==> config.mk <==
export PLATFORM = sky130hd
export DESIGN_NAME = hcd_clk_divider
export DESIGN_NICKNAME = d
export VERILOG_FILES = /design/src/rtl/hcd_pkg.sv /design/src/rtl/hcd_ratio_decode.sv /design/src/rtl/hcd_phase_seq.sv /design/src/rtl/hcd_edge_gen.sv /design/src/rtl/hcd_clk_divider.sv
export SDC_FILE = /design/constraint.sdc
export NUM_CORES = 1
export LEC_CHECK = 0
export ABC_AREA = 0
export BUFFER_PORTS_ARGS = -buffer_cell sky130_fd_sc_hd__buf_4
export CORE_MARGIN = 3
export CORE_UTILIZATION = 40
export DETAILED_ROUTE_END_ITERATION = 7
export GPL_TIMING_DRIVEN = 0
export PLACE_DENSITY = 0.68
export SLEW_MARGIN = 40
export SYNTH_ARGS = -nofsm -noshare
export SYNTH_HDL_FRONTEND = slang
export SYNTH_SLANG_ARGS = --single-unit
==> constraint.sdc <==
create_clock -name clk_i -period 2.9 [get_ports clk_i]
set_clock_uncertainty 0.1 [all_clocks]
set_input_delay 0.435 -clock clk_i [delete_from_list [all_inputs] [get_ports clk_i]]
set_output_delay 0.435 -clock clk_i [all_outputs]
set_load 0.01 [all_outputs]
==> src/rtl/hcd_pkg.sv <==
`timescale 1ns/1ps
package hcd_pkg;

    localparam int SEL_W  = 3;
    localparam int HALF_W = 4;

    typedef logic [HALF_W-1:0] half_t;

    typedef enum logic [SEL_W-1:0] {
        DIV_1   = 3'd0,
        DIV_1P5 = 3'd1,
        DIV_2   = 3'd2,
        DIV_3   = 3'd3,
        DIV_4   = 3'd4,
        DIV_5P5 = 3'd5,
        DIV_6   = 3'd6,
        DIV_RSV = 3'd7
    } div_sel_e;

    // One output period described in system-clock half-cycles
    typedef struct packed {
        half_t period;
        half_t active;
    } ratio_t;

    function automatic ratio_t make_ratio(int unsigned halves);
        ratio_t r;
        r.period = half_t'(halves);
        r.active = half_t'((halves + 1) / 2);
        return r;
    endfunction

    function automatic ratio_t ratio_of(logic [SEL_W-1:0] code);
        ratio_t r;
        case (div_sel_e'(code))
            DIV_1P5: r = make_ratio(3);
            DIV_2:   r = make_ratio(4);
            DIV_3:   r = make_ratio(6);
            DIV_4:   r = make_ratio(8);
            DIV_5P5: r = make_ratio(11);
            DIV_6:   r = make_ratio(12);
            default: r = make_ratio(2);
        endcase
        return r;
    endfunction

endpackage

==> src/rtl/hcd_ratio_decode.sv <==
`timescale 1ns/1ps
module hcd_ratio_decode
    import hcd_pkg::*;
(
    input  logic [SEL_W-1:0] sel_i,
    output ratio_t           ratio_o
);

    always_comb begin
        ratio_o = ratio_of(sel_i);
    end

endmodule

==> src/rtl/hcd_phase_seq.sv <==
`timescale 1ns/1ps
module hcd_phase_seq
    import hcd_pkg::*;
(
    input  logic   clk_i,
    input  logic   rst_i,
    input  ratio_t next_ratio_i,
    input  logic   next_inv_i,
    output logic   first_half_o,
    output logic   second_half_o,
    output logic   tick_o
);

    ratio_t cur_q;
    logic   inv_q;
    half_t  pos_q;
    half_t  pos_p1;
    half_t  pos_p2;
    half_t  pos_d;
    logic   mid_wrap;
    logic   end_wrap;
    logic   boundary;

    always_comb begin
        pos_p1   = pos_q + half_t'(1);
        pos_p2   = pos_q + half_t'(2);
        // period ends at the falling edge inside this cycle
        mid_wrap = (pos_p1 == cur_q.period);
        // period ends exactly at the next rising edge
        end_wrap = (pos_p2 == cur_q.period);
        boundary = mid_wrap | end_wrap;

        first_half_o = (pos_q < cur_q.active) ^ inv_q;
        if (mid_wrap) begin
            second_half_o = ~next_inv_i;
        end else begin
            second_half_o = (pos_p1 < cur_q.active) ^ inv_q;
        end

        if (mid_wrap) begin
            pos_d = half_t'(1);
        end else if (end_wrap) begin
            pos_d = '0;
        end else begin
            pos_d = pos_p2;
        end
    end

    always_ff @(posedge clk_i) begin
        if (rst_i) begin
            cur_q  <= make_ratio(2);
            inv_q  <= 1'b0;
            pos_q  <= '0;
            tick_o <= 1'b0;
        end else begin
            pos_q  <= pos_d;
            tick_o <= (pos_q == '0) | mid_wrap;
            if (boundary) begin
                cur_q <= next_ratio_i;
                inv_q <= next_inv_i;
            end
        end
    end

    AST_POS_INSIDE_PERIOD: assert property (@(posedge clk_i) disable iff (rst_i)
        pos_q < cur_q.period);

    AST_SETTING_ONLY_AT_BOUNDARY: assert property (@(posedge clk_i) disable iff (rst_i)
        !boundary |=> ($stable(cur_q) && $stable(inv_q)));

    AST_RESET_LOADS_UNITY: assert property (@(posedge clk_i)
        rst_i |=> (cur_q.period == half_t'(2) && !inv_q && !tick_o));

    AST_UNITY_TICK_EVERY_CYCLE: assert property (@(posedge clk_i) disable iff (rst_i)
        (cur_q.period == half_t'(2)) |=> tick_o);

endmodule

==> src/rtl/hcd_edge_gen.sv <==
`timescale 1ns/1ps
module hcd_edge_gen (
    input  logic clk_i,
    input  logic rst_i,
    input  logic first_half_i,
    input  logic second_half_i,
    output logic div_clk_o
);

    logic rise_tgl_q;
    logic fall_tgl_q;
    logic fall_req_q;
    logic late_q;

    always_ff @(posedge clk_i) begin
        if (rst_i) begin
            rise_tgl_q <= 1'b0;
            fall_req_q <= 1'b0;
            late_q     <= 1'b0;
        end else begin
            rise_tgl_q <= rise_tgl_q ^ (first_half_i ^ late_q);
            fall_req_q <= first_half_i ^ second_half_i;
            late_q     <= second_half_i;
        end
    end

    always_ff @(negedge clk_i) begin
        if (rst_i) begin
            fall_tgl_q <= 1'b0;
        end else begin
            fall_tgl_q <= fall_tgl_q ^ fall_req_q;
        end
    end

    assign div_clk_o = rise_tgl_q ^ fall_tgl_q;

    AST_LATE_HALF_REACHES_PIN: assert property (@(posedge clk_i) disable iff (rst_i)
        !rst_i |=> (div_clk_o == $past(second_half_i)));

endmodule

==> src/rtl/hcd_clk_divider.sv <==
`timescale 1ns/1ps
module hcd_clk_divider
    import hcd_pkg::*;
(
    input  logic             clk_i,
    input  logic             rst_i,
    input  logic [SEL_W-1:0] ratio_sel_i,
    input  logic             invert_i,
    output logic             div_clk_o,
    output logic             tick_o
);

    ratio_t next_ratio;
    logic   first_half;
    logic   second_half;

    hcd_ratio_decode u_decode (
        .sel_i   (ratio_sel_i),
        .ratio_o (next_ratio)
    );

    hcd_phase_seq u_seq (
        .clk_i         (clk_i),
        .rst_i         (rst_i),
        .next_ratio_i  (next_ratio),
        .next_inv_i    (invert_i),
        .first_half_o  (first_half),
        .second_half_o (second_half),
        .tick_o        (tick_o)
    );

    hcd_edge_gen u_edges (
        .clk_i         (clk_i),
        .rst_i         (rst_i),
        .first_half_i  (first_half),
        .second_half_i (second_half),
        .div_clk_o     (div_clk_o)
    );

    AST_RESET_QUIET: assert property (@(posedge clk_i)
        rst_i |=> !tick_o);

endmodule

== Word level (Yosys, flattened, before mapping) ==
Index checks and enable logic that the tools add are counted.

* Register bits: 18
* Bits of input ports: 6
* Output and inout bits: 2
* Logic and storage cells: 38

* Add/sub/neg operators: 2
* Order comparisons: 2
* Equal/unequal tests: 8
* Mux-type cells: 4
* Bitwise gates (word level): 10
* Reductions and logical operators: 2

{| class="wikitable"
|+ Operators with widths
! kind !! number
|-
| $pmux W8 S6 || 1
|-
| $eq A3 B3 Y1 const B || 3
|-
| $eq A4 B4 Y1 || 2
|-
| $lt A4 B4 Y1 || 2
|-
| $xor A1 B1 Y1 || 7
|-
| $eq A3 B2 Y1 const B || 2
|-
| $add A4 B1 Y4 const B || 1
|-
| $add A4 B2 Y4 const B || 1
|-
| $logic_not A4 Y1 || 1
|-
| $eq A3 B1 Y1 const B || 1
|-
| $mux W1 || 3
|-
| $reduce_or A3 Y1 || 1
|-
| $or A1 B1 Y1 || 2
|-
| $not A1 Y1 || 1
|}

== Logic depth before layout (Yosys ltp) ==
Gate-level depths: netlist of run 1.

* Depth in word-level cells: 5
* Gate-level depth with buffers: 10
* Depth with buffers taken out: 9

== Hierarchy ==
A second synthesis of run 1 with hierarchy kept.

* Cell total of the unflattened synthesis: 121
* Area total of the unflattened synthesis: 1148.6 um^2

{| class="wikitable"
|+ By module, submodules not included
! module !! instances !! cells an instance !! area an instance (um^2) !! seq. area each (um^2)
|-
| hcd_phase_seq || 1 || 98 || 927.1 || 280.3
|-
| hcd_edge_gen || 1 || 13 || 150.1 || 80.1
|-
| hcd_ratio_decode || 1 || 10 || 71.3 || 0.0
|}

==> run metrics, run 1 <==
status=finished, violations left; failing checks=negative setup slack; crit start category=flop; vias post-DR=718; # diodes=0; CTS tree=yes; Worst Slack Setup Final=-22.5 ps; Worst Reg-to-Reg Cells=8; synthesis-stage register bit count=16; reg2reg setup slack=510 ps; vias in the first global route=739; Cell Area, Synth=between 900 and 1000 um2; commonest non-fill, non-tap cell in the layout=dfxtp_1; maximum VDD drop=about 0.73 mV; RSZ-0062 raised after global routing=yes; starting density of the core=43.4%; Worst-path clk slew=90 ps; Hold Path End=u_seq.pos_q[0]; Total Power=1.43 mW; Worst R2R End=u_seq.cur_q[0]; DRC viols=0; largest net degree at the start of global routing=11; H-tree Lvls=1; fin util=49.2%; Max Cap Violations=0; area leader, netlist=dfxtp_1; Cells after DPL=140; initial antenna violation count=0; syn_area_per_cell=9.40 um2; Hold WC Path Type=in -> reg; Final Hold Fails=0; Routed Antenna Nets=0; Slew @ Worst Pin=between 400 and 500 ps; Synth warnings=0; Clock Sinks=16; Area Growth Syn to Fin=13.4%; total track usage=about an eighth; clock root buffer=clkbuf_4; hold depth=2; share of cells above drive strength 1=17.9%; Detailed Routing Iterations Pass 1=4; routed length per instance=11.9 um; DP HPWL=1.35 mm; nets@finish=131; die height=55.7 um; PortBufs=7; grt total ovfl=0; CTS Buf Count=3; crit path kind=reg -> out; hold bufs inserted after CTS=0; I/O pins=8; die area=3100 um2; register area share after synthesis=between 30% and 40%; GPL Wtd Cong=0.857; Setup TNS Final=-22.5 ps; vias per cell=4.95; fin area=1120 um2; Mapped Cells=105; dpl ws=189 ps; Max Fanout on Critical Path=2; fill cell count=between 200 and 250; Rows=17; Setup Viol. Count Final=1; most frequent cells in the layout=15 x dfxtp_1, 12 x nor2_1, 9 x xnor2_1; placed cell area=1070 um2; Worst Setup End Kind=output pin; insertion delay to the later sink of the worst-skew pair=280 ps; Distinct cells, synth=33; final cell count without fillers=145; reg2reg start=u_seq.pos_q[1]; leakage=roughly 0.49 nW; P per Cell Area=1280 nW/um2; Bufs on Longest Clock Path=2; top cells by area, synth=dfxtp_1 32%, ha_1 8.9%, xnor2_1 8.0%; die width=approximately 56 um; Final Slew Violations=0; WP data required=2370 ps; Syn Nets=between 100 and 150; Hold Path Origin=rst_i; first-pass GRT wire length=3.15 mm; Slew HR=69.5%; Critical Path AT=2390 ps; DR iter-0 viols=10; Hold Slack=280 ps; total core area=between 2000 and 2500 um2; DRT Wirelength=1.72 mm; share of the synthesized area in the top cell type=32.4%
cell families (layout without fill, tap and decap cells):
group           count (synthesis)  after routing  share of synthesized area, %
xor+xnor                       17             17                          17.9
compound gates                 20             20                          15.8
fa+ha+maj                       7              7                          8.87
flops                          16             16                          32.4
buf+inv                        12             24                          6.21
mux                             2              2                          2.15
simple gates                   31             31                          16.6
power by group:
group / leakage, nW / switching (mW) / internal [mW] / total [mW]
sequential: 0.132 / 0.0770 / 0.311 / 0.388
combinational: 0.328 / 0.424 / 0.471 / 0.895
clock: 0.0263 / 0.0722 / 0.0781 / 0.150
total: 0.487 / 0.573 / 0.861 / 1.43
area by class of cell:
class	instances	area (um2)	share of cell area, %
Timing Repair Buffer	8	60.1	5.36
Buffer	4	31.3	2.79
Multi-Input combinational cell	77	606	54.1
Tap cell	28	35.0	3.13
Clock buffer	4	36.3	3.24
Clock inverter	1	3.75	0.335
Sequential cell	16	322	28.7
Inverter	7	26.3	2.35
critical path, cell delays in order, from the launching register on:
cell and delay (ps):
dfxtp_2 310, xor2_1 150, buf_4 140
Yosys cell counts, drive strengths merged:
master and number:
a211o 2, o22ai 1, buf 3, and4b 1
inv 8, dfxtp 16, a21o 1, xor2 6
or3b 1, a21oi 8, o21ai 3, xnor3 2
nor3 1, a211oi 2, or3 1, o31ai 1
nand3 2, nand2b 3, clkbuf 1, nor2b 1
o221ai 1, ha 7, nor2 12, nor4 1
nand2 5, or2 1, and4 1, a2111oi 1
mux2i 1, xnor2 9, mux2 1, and3b 1
sequential cells by signal, indices dropped and copies added (netlist names):
register and flops:
u_edges.fall_tgl_q 1, u_edges.fall_req_q 1, u_seq.pos_q 4, u_edges.rise_tgl_q 1, u_edges.late_q 1, u_seq.cur_q 6, u_seq.tick_o 1, u_seq.inv_q 1
worst max-delay path by stage:
| stage | startpoint | end | slack [ps] | cells past startpoint |
|---|---|---|---|---|
| detailed placement | rst_i | u_edges.fall_tgl_q | 190 | 3 |
| global route | u_edges.fall_tgl_q | div_clk_o | -110 | 2 |
| floorplan | u_edges.fall_tgl_q | div_clk_o | 350 | 1 |
| finish | u_edges.fall_tgl_q | div_clk_o | -20 | 2 |
| CTS | u_edges.fall_tgl_q | div_clk_o | -40 | 2 |
| global placement | rst_i | u_edges.fall_tgl_q | 200 | 3 |
repair_timing:
action / in CTS / in global routing
gates cloned: 0 / 0
setup endpoints to repair: 1 / 1
buffers inserted: 1 / 0
gates resized for setup: 1 / 0
pin swaps: 0 / 0
metal layers:
layer / track usage [%] / up-vias / wire [um]
met2: 19.3 / 6 / 776
met4: 5.90 / 0 / 20
met3: 1.39 / 2 / 21
li1: - / 383 / -
met1: 16.6 / 327 / 905
met5: 0 / - / 0
No activity file was read; power rests on OpenSTA's default activity.
==> run 2: changes to the inputs <==
--- a/config.mk
+++ b/config.mk
@@ -7,11 +7,13 @@
 export LEC_CHECK = 0
 export ABC_AREA = 0
 export BUFFER_PORTS_ARGS = -buffer_cell sky130_fd_sc_hd__buf_4
+export CELL_PAD_IN_SITES_DETAIL_PLACEMENT = 0
+export CELL_PAD_IN_SITES_GLOBAL_PLACEMENT = 1
 export CORE_MARGIN = 3
 export CORE_UTILIZATION = 40
 export DETAILED_ROUTE_END_ITERATION = 7
 export GPL_TIMING_DRIVEN = 0
-export PLACE_DENSITY = 0.68
+export PLACE_DENSITY = 0.81
 export SLEW_MARGIN = 40
 export SYNTH_ARGS = -nofsm -noshare
 export SYNTH_HDL_FRONTEND = slang
==> run metrics, run 2 (synthesized netlist as in run 1, its figures left out) <==
Setup TNS Final=-30.6 ps; starting density of the core=43.4%; DRC viols=0; CP max stage delay=310 ps; multi-input combinational cell area=between 600 and 700 um2; Largest regs=u_seq.cur_q x6, u_seq.pos_q x4; first-pass GRT wire length=3.26 mm; commonest non-fill, non-tap cell in the layout=dfxtp_1; die area=approximately 3100 um2; Slew @ Worst Pin=434 ps; PortBufs=7; Max Cap Violations=0; vias post-DR=725; insertion delay to the later sink of the worst-skew pair=290 ps; Bufs on Longest Clock Path=2; CP top delay family=flip-flops; Worst-path clk slew=roughly 100 ps; crit path kind=reg -> out; Worst R2R End=u_seq.cur_q[0]; initial antenna violation count=0; Final Slew Violations=0; vias in the first global route=between 700 and 800; Detailed Routing Iterations Pass 1=4; vias per cell=5.00; share of cells above drive strength 1=17.9%; clock root buffer=clkbuf_4; largest net degree at the start of global routing=11; total core area=2280 um2; Final Hold Fails=0; Seq. cell area=322 um2; leakage=0.487 nW; crit start category=flop; Buffers & Inverters on Critical Path=1; maximum VDD drop=roughly 0.74 mV; nets@finish=~130; DP HPWL=roughly 1.4 mm; Routed Antenna Nets=0; max FFs per register=6; hold bufs inserted after CTS=0; WP data required=2370 ps; Worst Reg-to-Reg Cells=8; Slew HR=71.1%; Hold Path End=u_seq.pos_q[0]; Total Power=1.45 mW; reg2reg setup slack=490 ps; CTS Buf Count=3; die width=roughly 56 um; fin util=between 40% and 50%; status=finished, violations left; Setup Viol. Count Final=1; fin area=1120 um2; DRT Wirelength=~1.8 mm; Area Growth Syn to Fin=13.4%; Max Fanout on Critical Path=2; I/O pins=8; hold depth=2; Max stage delay cell, worst path=dfxtp_2; CTS tree=yes; die height=55.7 um; failing checks=negative setup slack; routed length per instance=12.6 um; Worst Slack Setup Final=-30.6 ps; Critical Path AT=2400 ps; Hold WC Path Type=in -> reg; # diodes=0; dpl ws=between 150 and 200 ps; Top reg by flops=u_seq.cur_q; most frequent cells in the layout=15 x dfxtp_1, 12 x nor2_1, 9 x xnor2_1; P per Cell Area=1290 nW/um2; placed cell area=1070 um2; CP cell instances=xor2_1 -> buf_4; DR iter-0 viols=14; Clock Sinks=16; H-tree Lvls=1; fill cell count=about 220; RSZ-0062 raised after global routing=yes; total track usage=between 10% and 20%; reg2reg start=u_seq.pos_q[1]; Hold Path Origin=rst_i; Rows=17; GPL Wtd Cong=between 0.8 and 0.9; Worst Setup End Kind=output pin; grt total ovfl=0
## run 2: cell counts in the layout (fill, tap and decap cells not counted)
No cell type changed its count.
## run 2: where the power goes
group,switching (mW),internal [mW],total [mW]
clock network,0.0765,0.0782,0.155
logic,0.431,0.473,0.904
registers,0.0773,0.311,0.388
## run 2: worst max-delay path by stage
| stage | from | end | slack [ps] | cells past startpoint |
|---|---|---|---|---|
| global placement | rst_i | u_edges.fall_tgl_q | 190 | 3 |
| CTS | u_edges.fall_tgl_q | div_clk_o | -40 | 2 |
| floorplan | u_edges.fall_tgl_q | div_clk_o | 350 | 1 |
| detailed placement | rst_i | u_edges.fall_tgl_q | 180 | 3 |
| global route | u_edges.fall_tgl_q | div_clk_o | -110 | 2 |
| finish | u_edges.fall_tgl_q | div_clk_o | -30 | 2 |
## run 2: area by class of cell
class	instances	area share, %
multi-input cells	77	54.1
plain buffers	4	2.79
clock inverters	1	0.335
inverters	7	2.35
well taps	28	3.13
clock buffers	4	3.24
repair buffers	8	5.36
flip-flops and latches	16	28.7
## run 2: layer usage
metal	vias to the layer above	routed length [um]	part of all wire, %	global-route usage [%]
li1	385	-	-	-
met1	320	923	51	18.3
met3	6	57	3.1	3.02
met2	14	796	44	18.4
met4	0	50	2.7	7.64
met5	-	0	0	0
## run 2: what timing repair did
item | in CTS | in global routing
endpoints found under the setup margin | 1 | 1
setup buffers | 1 | 0
pin swaps | 0 | 0
resized for setup | 1 | 0
## run 2: stage by stage
step	hold slack (ps)	std cells
6_report	271	145
5_1_grt	264	145
4_1_cts	258	145
3_5_place_dp	354	140
3_3_place_gp	347	140
2_1_floorplan	336	105
## run 2: worst reg2reg max path, stage by stage (launching register included)
cell       delay, ps
dfxtp_1          480
ha_1             300
xor2_1           150
or3_4            340
o221ai_2         210
o31ai_2          150
buf_6            170
a2111oi_4        320
a21oi_1           60
